## src/rtl/eprom_seq_pkg.sv

```systemverilog
package eprom_seq_pkg;

    typedef enum logic [3:0] {
        ST_IDLE,
        ST_LOAD,
        ST_ADDR_SET,
        ST_VPP_UP,
        ST_PULSE,
        ST_VPP_HOLD,
        ST_VPP_DOWN,
        ST_RD_REL,
        ST_RD_WAIT,
        ST_CHECK,
        ST_DONE
    } seq_state_t;

    typedef enum logic [1:0] {
        OP_PROG_VERIFY = 2'b00,
        OP_PROG_ONLY   = 2'b01,
        OP_VERIFY      = 2'b10,
        OP_BLANK       = 2'b11
    } seq_op_t;

endpackage

```

## src/rtl/eprom_step_timer.sv

```systemverilog
module eprom_step_timer #(
    parameter int CW = 8
) (
    input  logic          clk,
    input  logic          rst_n,
    input  logic          restart,
    input  logic [CW-1:0] limit,
    output logic          expired
);
    logic [CW-1:0] cnt;

    always_ff @(posedge clk or negedge rst_n) begin
        if (!rst_n)       cnt <= '0;
        else if (restart) cnt <= '0;
        else              cnt <= cnt + 1'b1;
    end

    // limit is the number of cycles spent in the current state
    assign expired = (cnt == (limit - 1'b1));
endmodule

```

## src/rtl/eprom_span_ctr.sv

```systemverilog
module eprom_span_ctr #(
    parameter int AW = 13
) (
    input  logic          clk,
    input  logic          rst_n,
    input  logic          load,
    input  logic          step,
    input  logic [AW-1:0] base,
    input  logic [AW:0]   count,
    output logic [AW-1:0] addr,
    output logic          last
);
    logic [AW:0] remain;

    always_ff @(posedge clk or negedge rst_n) begin
        if (!rst_n) begin
            addr   <= '0;
            remain <= '0;
        end else if (load) begin
            addr   <= base;
            remain <= count;
        end else if (step) begin
            addr   <= addr + 1'b1;
            remain <= remain - 1'b1;
        end
    end

    assign last = (remain == {{AW{1'b0}}, 1'b1});
endmodule

```

## src/rtl/eprom_read_check.sv

```systemverilog
module eprom_read_check #(
    parameter int DW = 8
) (
    input  logic          clk,
    input  logic          rst_n,
    input  logic          capture,
    input  logic [DW-1:0] bus_in,
    input  logic [DW-1:0] expect_byte,
    output logic          match
);
    logic [DW-1:0] rd_q;

    always_ff @(posedge clk or negedge rst_n) begin
        if (!rst_n)       rd_q <= '0;
        else if (capture) rd_q <= bus_in;
    end

    assign match = (rd_q == expect_byte);
endmodule

```

## src/rtl/eprom_pgm_seq.sv

```systemverilog
module eprom_pgm_seq
    import eprom_seq_pkg::*;
#(
    parameter int AW        = 13,
    parameter int DW        = 8,
    parameter int PULSE_CYC = 5000,
    parameter int SETUP_CYC = 4
) (
    input  logic          clk,
    input  logic          rst_n,
    input  logic          start,
    input  logic [1:0]    op_mode,
    input  logic [AW-1:0] base_addr,
    input  logic [AW:0]   byte_count,
    input  logic          cont_on_err,
    input  logic          in_valid,
    input  logic [DW-1:0] in_data,
    output logic          in_ready,
    output logic [AW-1:0] mem_addr,
    output logic [DW-1:0] mem_dout,
    output logic          mem_dout_en,
    input  logic [DW-1:0] mem_din,
    output logic          mode_en,
    output logic          vpp_en,
    output logic          prog_n,
    output logic          oe_n,
    output logic          res_valid,
    output logic          res_pass,
    output logic [AW-1:0] res_addr,
    output logic          done,
    output logic          err_flag,
    output logic [AW-1:0] err_addr
);
    localparam int CW = $clog2(PULSE_CYC + SETUP_CYC + 2);
    localparam logic [CW-1:0] LIM_PULSE = CW'(PULSE_CYC);
    localparam logic [CW-1:0] LIM_SETUP = CW'(SETUP_CYC);
    localparam logic [CW-1:0] LIM_ONE   = CW'(1);

    seq_state_t    state, state_nxt;
    seq_op_t       op_q;
    logic          cont_q;
    logic [DW-1:0] data_q;
    logic          accept, tmr_exp, step, last, match, capture;
    logic [CW-1:0] limit;
    logic [DW-1:0] expect_byte;

    assign accept = start && (state == ST_IDLE || state == ST_DONE);

    // state register
    always_ff @(posedge clk or negedge rst_n) begin
        if (!rst_n) state <= ST_IDLE;
        else        state <= state_nxt;
    end

    // next state
    always_comb begin
        state_nxt = state;
        unique case (state)
            ST_IDLE, ST_DONE: begin
                if (accept) begin
                    if (byte_count == '0)                     state_nxt = ST_DONE;
                    else if (seq_op_t'(op_mode) == OP_BLANK)  state_nxt = ST_RD_REL;
                    else                                      state_nxt = ST_LOAD;
                end
            end
            ST_LOAD:
                if (in_valid) state_nxt = (op_q == OP_VERIFY) ? ST_RD_REL : ST_ADDR_SET;
            ST_ADDR_SET: if (tmr_exp) state_nxt = ST_VPP_UP;
            ST_VPP_UP:   if (tmr_exp) state_nxt = ST_PULSE;
            ST_PULSE:    if (tmr_exp) state_nxt = ST_VPP_HOLD;
            ST_VPP_HOLD: if (tmr_exp) state_nxt = ST_VPP_DOWN;
            ST_VPP_DOWN: begin
                if (tmr_exp) begin
                    if (op_q == OP_PROG_ONLY) state_nxt = last ? ST_DONE : ST_LOAD;
                    else                      state_nxt = ST_RD_REL;
                end
            end
            ST_RD_REL:  if (tmr_exp) state_nxt = ST_RD_WAIT;
            ST_RD_WAIT: if (tmr_exp) state_nxt = ST_CHECK;
            ST_CHECK: begin
                if ((!match && !cont_q) || last) state_nxt = ST_DONE;
                else if (op_q == OP_BLANK)       state_nxt = ST_RD_REL;
                else                             state_nxt = ST_LOAD;
            end
            default: state_nxt = ST_IDLE;
        endcase
    end

    // outputs decoded from the state
    always_comb begin
        mode_en     = 1'b1;
        mem_dout_en = 1'b0;
        vpp_en      = 1'b0;
        prog_n      = 1'b1;
        oe_n        = 1'b1;
        in_ready    = 1'b0;
        res_valid   = 1'b0;
        done        = 1'b0;
        limit       = LIM_ONE;
        unique case (state)
            ST_IDLE:     mode_en = 1'b0;
            ST_DONE:     begin mode_en = 1'b0; done = 1'b1; end
            ST_LOAD:     in_ready = 1'b1;
            ST_ADDR_SET: begin mem_dout_en = 1'b1; limit = LIM_SETUP; end
            ST_VPP_UP:   begin mem_dout_en = 1'b1; vpp_en = 1'b1; limit = LIM_SETUP; end
            ST_PULSE:    begin mem_dout_en = 1'b1; vpp_en = 1'b1; prog_n = 1'b0; limit = LIM_PULSE; end
            ST_VPP_HOLD: begin mem_dout_en = 1'b1; vpp_en = 1'b1; limit = LIM_SETUP; end
            ST_VPP_DOWN: begin mem_dout_en = 1'b1; limit = LIM_SETUP; end
            ST_RD_REL:   limit = LIM_SETUP;
            ST_RD_WAIT:  begin oe_n = 1'b0; limit = LIM_SETUP; end
            ST_CHECK:    res_valid = 1'b1;
            default:     mode_en = 1'b0;
        endcase
    end

    // run context and stream byte
    always_ff @(posedge clk or negedge rst_n) begin
        if (!rst_n) begin
            op_q   <= OP_PROG_VERIFY;
            cont_q <= 1'b0;
            data_q <= '0;
        end else begin
            if (accept) begin
                op_q   <= seq_op_t'(op_mode);
                cont_q <= cont_on_err;
            end
            if (state == ST_LOAD && in_valid) data_q <= in_data;
        end
    end

    // sticky error and first failing location
    always_ff @(posedge clk or negedge rst_n) begin
        if (!rst_n) begin
            err_flag <= 1'b0;
            err_addr <= '0;
        end else if (accept) begin
            err_flag <= 1'b0;
            err_addr <= '0;
        end else if (state == ST_CHECK && !match && !err_flag) begin
            err_flag <= 1'b1;
            err_addr <= mem_addr;
        end
    end

    assign step = (state == ST_CHECK) ||
                  (state == ST_VPP_DOWN && tmr_exp && op_q == OP_PROG_ONLY);
    assign capture     = (state == ST_RD_WAIT) && tmr_exp;
    assign expect_byte = (op_q == OP_BLANK) ? {DW{1'b1}} : data_q;
    assign mem_dout    = data_q;
    assign res_pass    = match;
    assign res_addr    = mem_addr;

    eprom_step_timer #(.CW(CW)) u_timer (
        .clk     (clk),
        .rst_n   (rst_n),
        .restart (state_nxt != state),
        .limit   (limit),
        .expired (tmr_exp)
    );

    eprom_span_ctr #(.AW(AW)) u_span (
        .clk   (clk),
        .rst_n (rst_n),
        .load  (accept),
        .step  (step),
        .base  (base_addr),
        .count (byte_count),
        .addr  (mem_addr),
        .last  (last)
    );

    eprom_read_check #(.DW(DW)) u_cmp (
        .clk         (clk),
        .rst_n       (rst_n),
        .capture     (capture),
        .bus_in      (mem_din),
        .expect_byte (expect_byte),
        .match       (match)
    );
endmodule

```

## config.mk

```make
export PLATFORM = sky130hd
export DESIGN_NAME = eprom_pgm_seq
export DESIGN_NICKNAME = d
export VERILOG_FILES = /design/src/rtl/eprom_seq_pkg.sv /design/src/rtl/eprom_step_timer.sv /design/src/rtl/eprom_span_ctr.sv /design/src/rtl/eprom_read_check.sv /design/src/rtl/eprom_pgm_seq.sv
export SDC_FILE = /design/constraint.sdc
export NUM_CORES = 1
export LEC_CHECK = 0
export ABC_AREA = 1
export BUFFER_PORTS_ARGS = -buffer_cell sky130_fd_sc_hd__buf_2
export CORE_MARGIN = 5
export CORE_UTILIZATION = 59
export CTS_CLUSTER_SIZE = 14
export DETAILED_ROUTE_END_ITERATION = 16
export PLACE_DENSITY = 0.86
export SLEW_MARGIN = 10
export SYNTH_ARGS = -nofsm -noshare
export SYNTH_HDL_FRONTEND = slang
export SYNTH_SLANG_ARGS = --single-unit
export TNS_END_PERCENT = 1
```

## constraint.sdc

```tcl
create_clock -name clk -period 4.6 [get_ports clk]
set_clock_uncertainty 0.15 [all_clocks]
set_input_delay 0.92 -clock clk [delete_from_list [all_inputs] [get_ports clk]]
set_output_delay 0.92 -clock clk [all_outputs]
set_load 0.02 [all_outputs]
```

## Word-level counts from Yosys, hierarchy flattened

Cells that the tools add are included.

- RAM bits: 0
- Input bits: 50
- ROM bits: 0
- Output and inout bits: 57
- Register bits after elaboration: 77
- Latch bits: 0
- Logic and storage cells: 91
- Memories kept: 0

- $mul: 0
- Multiplexer cells: 36
- Bitwise operators: 0
- Shifts and indexed selects: 0
- Eq/ne operators: 18
- Divide/modulo/power cells: 0
- Order comparisons: 0
- Reductions and logical operators: 23
- Add/sub/neg operators: 4

Operators by type and width:

| operator | number |
|---|---|
| 13-bit 2-to-1 mux | 5 |
| 4-bit 2-to-1 mux | 13 |
| 4-bit one-hot mux with 10 select lines | 1 |
| 14-bit 2-to-1 mux | 2 |
| 13-bit by 1-bit adder with 13-bit output, second input constant | 2 |
| 13-bit one-hot mux with 2 select lines | 1 |
| 4-bit by 3-bit equality test with 1-bit output, second input constant | 4 |
| 14-bit by 1-bit equality test with 1-bit output, second input constant | 1 |
| 14-bit zero test | 1 |
| 14-bit by 1-bit subtractor with 14-bit output, second input constant | 1 |
| 13-bit equality test | 1 |
| 13-bit by 1-bit subtractor with 13-bit output, second input constant | 1 |
| 4-bit equality test, second input constant | 3 |
| 1-bit 2-to-1 mux | 10 |
| 3-bit 2-to-1 mux | 3 |
| 9-bit OR reduction | 1 |
| 4-bit by 2-bit equality test with 1-bit output, second input constant | 2 |
| 8-bit equality test | 1 |
| 1-bit logical AND | 8 |
| 8-bit 2-to-1 mux | 1 |
| 2-bit equality test, second input constant | 3 |
| 6-bit OR reduction | 1 |
| 5-bit OR reduction | 1 |
| 4-bit by 1-bit equality test with 1-bit output, second input constant | 1 |
| 8 further kinds | 13 |

## Depth between registers and ports, before layout

- Word-level depth: 10
- Mapped depth: 18
- Mapped depth without buffers: 17

## Modules after synthesis

Synthesis repeated with hierarchy kept, for this count alone.

- Cells, all modules: 790
- Area total of the unflattened synthesis: 5311.3 µm²

Modules (own cells, without submodules):

| module | seq. area each (µm²) | area each (µm²) | cells each | times used |
|---|---|---|---|---|
| eprom_pgm_seq | 725.7 | 1876.8 | 281 | 1 |
| eprom_span_ctr | 675.6 | 1836.8 | 251 | 1 |
| eprom_step_timer | 325.3 | 1139.8 | 186 | 1 |
| eprom_read_check | 200.2 | 457.9 | 72 | 1 |

## Worst setup path after synthesis

Ideal clock, no wire load.

- Path type: input-to-reg
- From: input byte_count[8]
- To: register u_timer.cnt[2]
- Slack: 2329 ps
- Cell stages on the path: 13
- Data required time: 4329 ps
- Library setup time: 121 ps
- Path buffers: 1
- Arrival time: 2001 ps
- Cell sequence: nor2_1 nand2_1 nor2_1 nand2_1 a22oi_1 nand2_1 inv_1 nand3_2 nand2_1 nand2_1 nand3_2 buf_6 nor2_2

- Cells in the longest elaborated chain, start to end: 6

RTL lines:

| what | RTL line | text |
|---|---|---|
| start: declaration | eprom_pgm_seq.sv:14 | `input logic [AW:0] byte_count,` |
| 14-bit zero test | eprom_pgm_seq.sv:61 | `if (byte_count == '0) state_nxt = ST_DONE;` |
| 4-bit 2-to-1 mux | eprom_pgm_seq.sv:61 |  |
| 4-bit 2-to-1 mux | eprom_pgm_seq.sv:60 | `if (accept) begin` |
| 4-bit one-hot mux with 10 select lines | eprom_pgm_seq.sv:58 | `unique case (state)` |
| net state_nxt[0] | eprom_pgm_seq.sv:39 | `seq_state_t state, state_nxt;` |
| 4-bit != test | eprom_pgm_seq.sv:156 | `.restart (state_nxt != state),` |
| 13-bit 2-to-1 mux | eprom_step_timer.sv:14 | `else if (restart) cnt <= '0;` |
| end signal: assignment | eprom_step_timer.sv:15 | `else cnt <= cnt + 1'b1;` |
| end: declaration | eprom_step_timer.sv:10 | `logic [CW-1:0] cnt;` |

The timed path passes the listed nets, and every way through them passes these cells.
A chain may end at the register's enable or synchronous reset.

## Final worst setup path

- From: register op_q[1]
- To: output res_pass

- Cells in the longest elaborated chain, start to end: 3

RTL lines:

| what | RTL line | text |
|---|---|---|
| start: declaration | eprom_pgm_seq.sv:40 | `seq_op_t op_q;` |
| start signal: assignment | eprom_pgm_seq.sv:124 | `op_q <= seq_op_t'(op_mode);` |
| 2-bit equality test | eprom_pgm_seq.sv:148 | `assign expect_byte = (op_q == OP_BLANK) ? {DW{1'b1}} : data_q;` |
| 8-bit 2-to-1 mux | eprom_pgm_seq.sv:148 |  |
| 8-bit equality test | eprom_read_check.sv:18 | `assign match = (rd_q == expect_byte);` |
| end: declaration | eprom_pgm_seq.sv:28 | `output logic res_pass,` |

Every way passes these cells.

==> flow_metrics.tcl <==
set metrics [dict create \
    status "complete, no violations" \
    place_hpwl_mm 7.90 \
    finalHoldViolCount 0 \
    crit_path_start_kind "flop" \
    timing.final.crit_share_pct 61.1 \
    synth_seq_area_share_pct 42.1 \
    multi_input_area_um2 2150 \
    synth_flop_cell "dfrtp_1" \
    grt_start_max_net_pins 78 \
    layout.nets 740 \
    path_class "reg -> out" \
    netlist_area_um2 4580 \
    pre_cts_slack_ns 1.78 \
    fmax_ghz 0.356 \
    slowest_delay_ns 0.43 \
    drt_pass1_iterations 5 \
    crit_fanout 17 \
    worstSkewPairLatency_ns 0.35 \
    clock_path_buffers 2 \
    placed_area_um2 5050 \
    netlist_instances 598 \
    ant_nets 0 \
    clkTransAtPathRegs_ns 0.08 \
    drt_iter0_markers 259 \
    finalMaxSlewViolations 0 \
    synth_nets 652 \
    antenna_found_initial 0 \
    slew_headroom_pct 18.8 \
    end_kind "output pin" \
    htreeDepth 3 \
    first_global_vias 4088 \
    grt_remaining_overflow 0 \
    seqCellArea_um2 1930 \
    design_area_um2 5260 \
    yosysWarnings 0 \
    path_depth 10 \
    power.density_nw_per_um2 707 \
    port-buffer-count 106 \
    globalplace.congestion 0.945 \
    drive_gt1_share_pct 23.7 \
    arrival_ns 1.74 \
    synth_edf_count 0 \
    path_buf_inv 3 \
    cts.hold.buffers_added 0 \
    fin_setup_tns_ns 0 \
    hold_depth 2 \
    critical_path.most_common_cell "nand2_1" \
    hold_path.class "reg -> reg" \
    drc 0 \
    period_needed_ns 2.81 \
    setup_viol 0 \
    start_util_pct 59.9 \
    syn-mean-instance-area_um2 7.66 \
    wl_per_cell_um 13.5 \
    cts_tree "built" \
    peakVddDrop_uv 330 \
    rsz0062_at_grt "no" \
    fp.dieW_um 98.1 \
    cts-buffers-inserted 9 \
    grtUsageTotal_pct 22.5 \
    reg2reg_depth 7 \
    crit_family "simple AND/OR/NAND/NOR gates" \
    worstMarginPinSlew_ns 1.22 \
    clock_sinks 77 \
    io_pins 107 \
    ys_ff_latch 77 \
    worst_slack_ns 1.79 \
    areaGrowthSynthToFinish_pct 14.8 \
    postSynth.asyncResetShare_pct 100 \
    wirelength_mm 10.7 \
    vias_per_cell 5.34 \
    n_fill_cell 633 \
    grt_pass1_wl_mm 18.1 \
    crit_required_ns 3.53 \
    p_leak_nw 2.71 \
    synth_cell_types 39 \
    slowest_stage "dfrtp_1" \
    vias 4238 \
    row_count 32 \
    fin_util_pct 68.7 \
    die_y_um 98.1 \
    drv_cap 0 \
    cts_resized 0 \
    cts-root-buf "clkbuf_8" \
    crit_chain "nand2_2 -> nand2_1 -> nand2_1 -> nand2_1 -> inv_1 -> nand2_1 -> nor2_1 -> nand2_1 -> inv_1 -> buf_2" \
    core_area_um2 7650 \
    hold-worst-slack_ns 0.363 \
    post_cts_buffers 0 \
    diodes 0 \
    die_area_um2 9620 \
]
flip-flops by register name, indices dropped and copies added, names as in the netlist, 2 cells and up:
| register | count |
|---|---|
| state | 4 |
| u_timer.cnt | 13 |
| mem_dout | 8 |
| u_cmp.rd_q | 8 |
| u_span.remain | 14 |
| u_span.addr | 13 |
| op_q | 2 |
| err_addr | 13 |
cell usage after synthesis (2+ instances only):
library cell / instances / area [um2]
nor4_1: 2 / 12.5
inv_1: 75 / 282
buf_4: 13 / 97.6
nand2_1: 127 / 477
a21oi_1: 10 / 50.1
xor2_1: 25 / 219
nand4_1: 11 / 68.8
nor2_1: 59 / 221
a31oi_1: 7 / 43.8
nand2_2: 9 / 56.3
nand3b_1: 2 / 15.0
ha_1: 4 / 50.1
xnor2_1: 3 / 26.3
buf_6: 4 / 45.0
nand2_4: 2 / 22.5
o21ai_0: 47 / 235
inv_2: 4 / 15.0
buf_2: 2 / 10.0
nor3_1: 10 / 50.1
nor2_4: 4 / 45.0
nor2_8: 2 / 40.0
nand3_1: 48 / 240
or2_2: 2 / 12.5
nand3_2: 3 / 30.0
clkbuf_1: 10 / 37.5
o211ai_1: 2 / 15.0
o22ai_1: 10 / 62.6
dfrtp_1: 77 / 1930
nor2_2: 12 / 75.1
o221ai_1: 2 / 17.5
a22oi_1: 2 / 15.0
area by class of cell:
type                       instances  area share (%)
clock buffer                      10            2.62
sequential                        77            36.7
clock inverter                     6            1.33
multi-input combinational        411            40.9
tap                              102            2.43
inverter                          81            5.88
timing repair buffer             106            10.1
cell families after synthesis:
family                   count (synthesis)  share of synthesized area, %
AO/OA/AOI/OAI                           84                          10.4
flip-flops                              77                          42.1
AND/OR/NAND/NOR                        295                          30.2
XOR/XNOR                                28                          5.36
buffers and inverters                  110                          10.9
adder cells (fa/ha/maj)                  4                          1.09
through the flow:
stage / cells / total power [mW]
floorplan: 598 / 2.74
global placement: 777 / 3.12
detailed placement: 777 / 3.19
CTS: 793 / 3.73
global route: 793 / 4.03
finish: 793 / 3.72
worst paths after layout:
path	startpoint	end	slack, ns
worst max-delay path	op_q[1]$_DFFE_PN0P_	res_pass	1.79
worst min-delay path	err_addr[3]$_DFFE_PN0P_	err_addr[3]$_DFFE_PN0P_	0.36
worst max register to register	state[1]$_DFF_PN0_	u_span.addr[4]$_DFFE_PN0P_	1.81
worst min register to register	err_addr[3]$_DFFE_PN0P_	err_addr[3]$_DFFE_PN0P_	0.36
max in group asynchronous	rst_n	u_cmp.rd_q[2]$_DFFE_PN0P_	3.12
min in group asynchronous	rst_n	u_span.remain[9]$_DFFE_PN0P_	0.57
layer usage:
layer  global-route usage [%]  share of wire (%)  vias to the layer above  wire, um
met5                        0                  0                        -         0
met1                     27.9                 43                     2010      4590
met2                     39.9                 51                      120      5530
met3                     3.64                4.8                       15       511
li1                         -                  -                     2093         -
met4                     7.03                1.0                        0       112
placed cells by master (no fill, tap or decap), types with 4 or more instances in the layout:
master,instances
ha_1,4
o22ai_1,10
dfrtp_1,77
nand3_1,48
inv_2,4
o21ai_0,47
nand2_2,9
inv_1,75
xor2_1,25
buf_2,105
nor2_1,59
nor2_2,12
a31oi_1,7
nor3_1,10
nand2_1,127
nor2_4,4
a21oi_1,10
clkbuf_8,10
nand4_1,11
worst register-to-register path: cells and delay by family (launching register included):
family | cells | cell delay (ns)
AND/OR/NAND/NOR | 4 | 0.92
buffers and inverters | 1 | 0.62
AO/OA/AOI/OAI | 2 | 0.50
flip-flops | 1 | 0.49
power by group:
part	switching (mW)	internal [mW]	total (mW)	leakage (nW)
sequential	0.254	0.947	1.20	0.941
combinational	1.33	0.646	1.98	1.67
clock	0.268	0.269	0.537	0.0955
(Power assumes the default switching activity.)
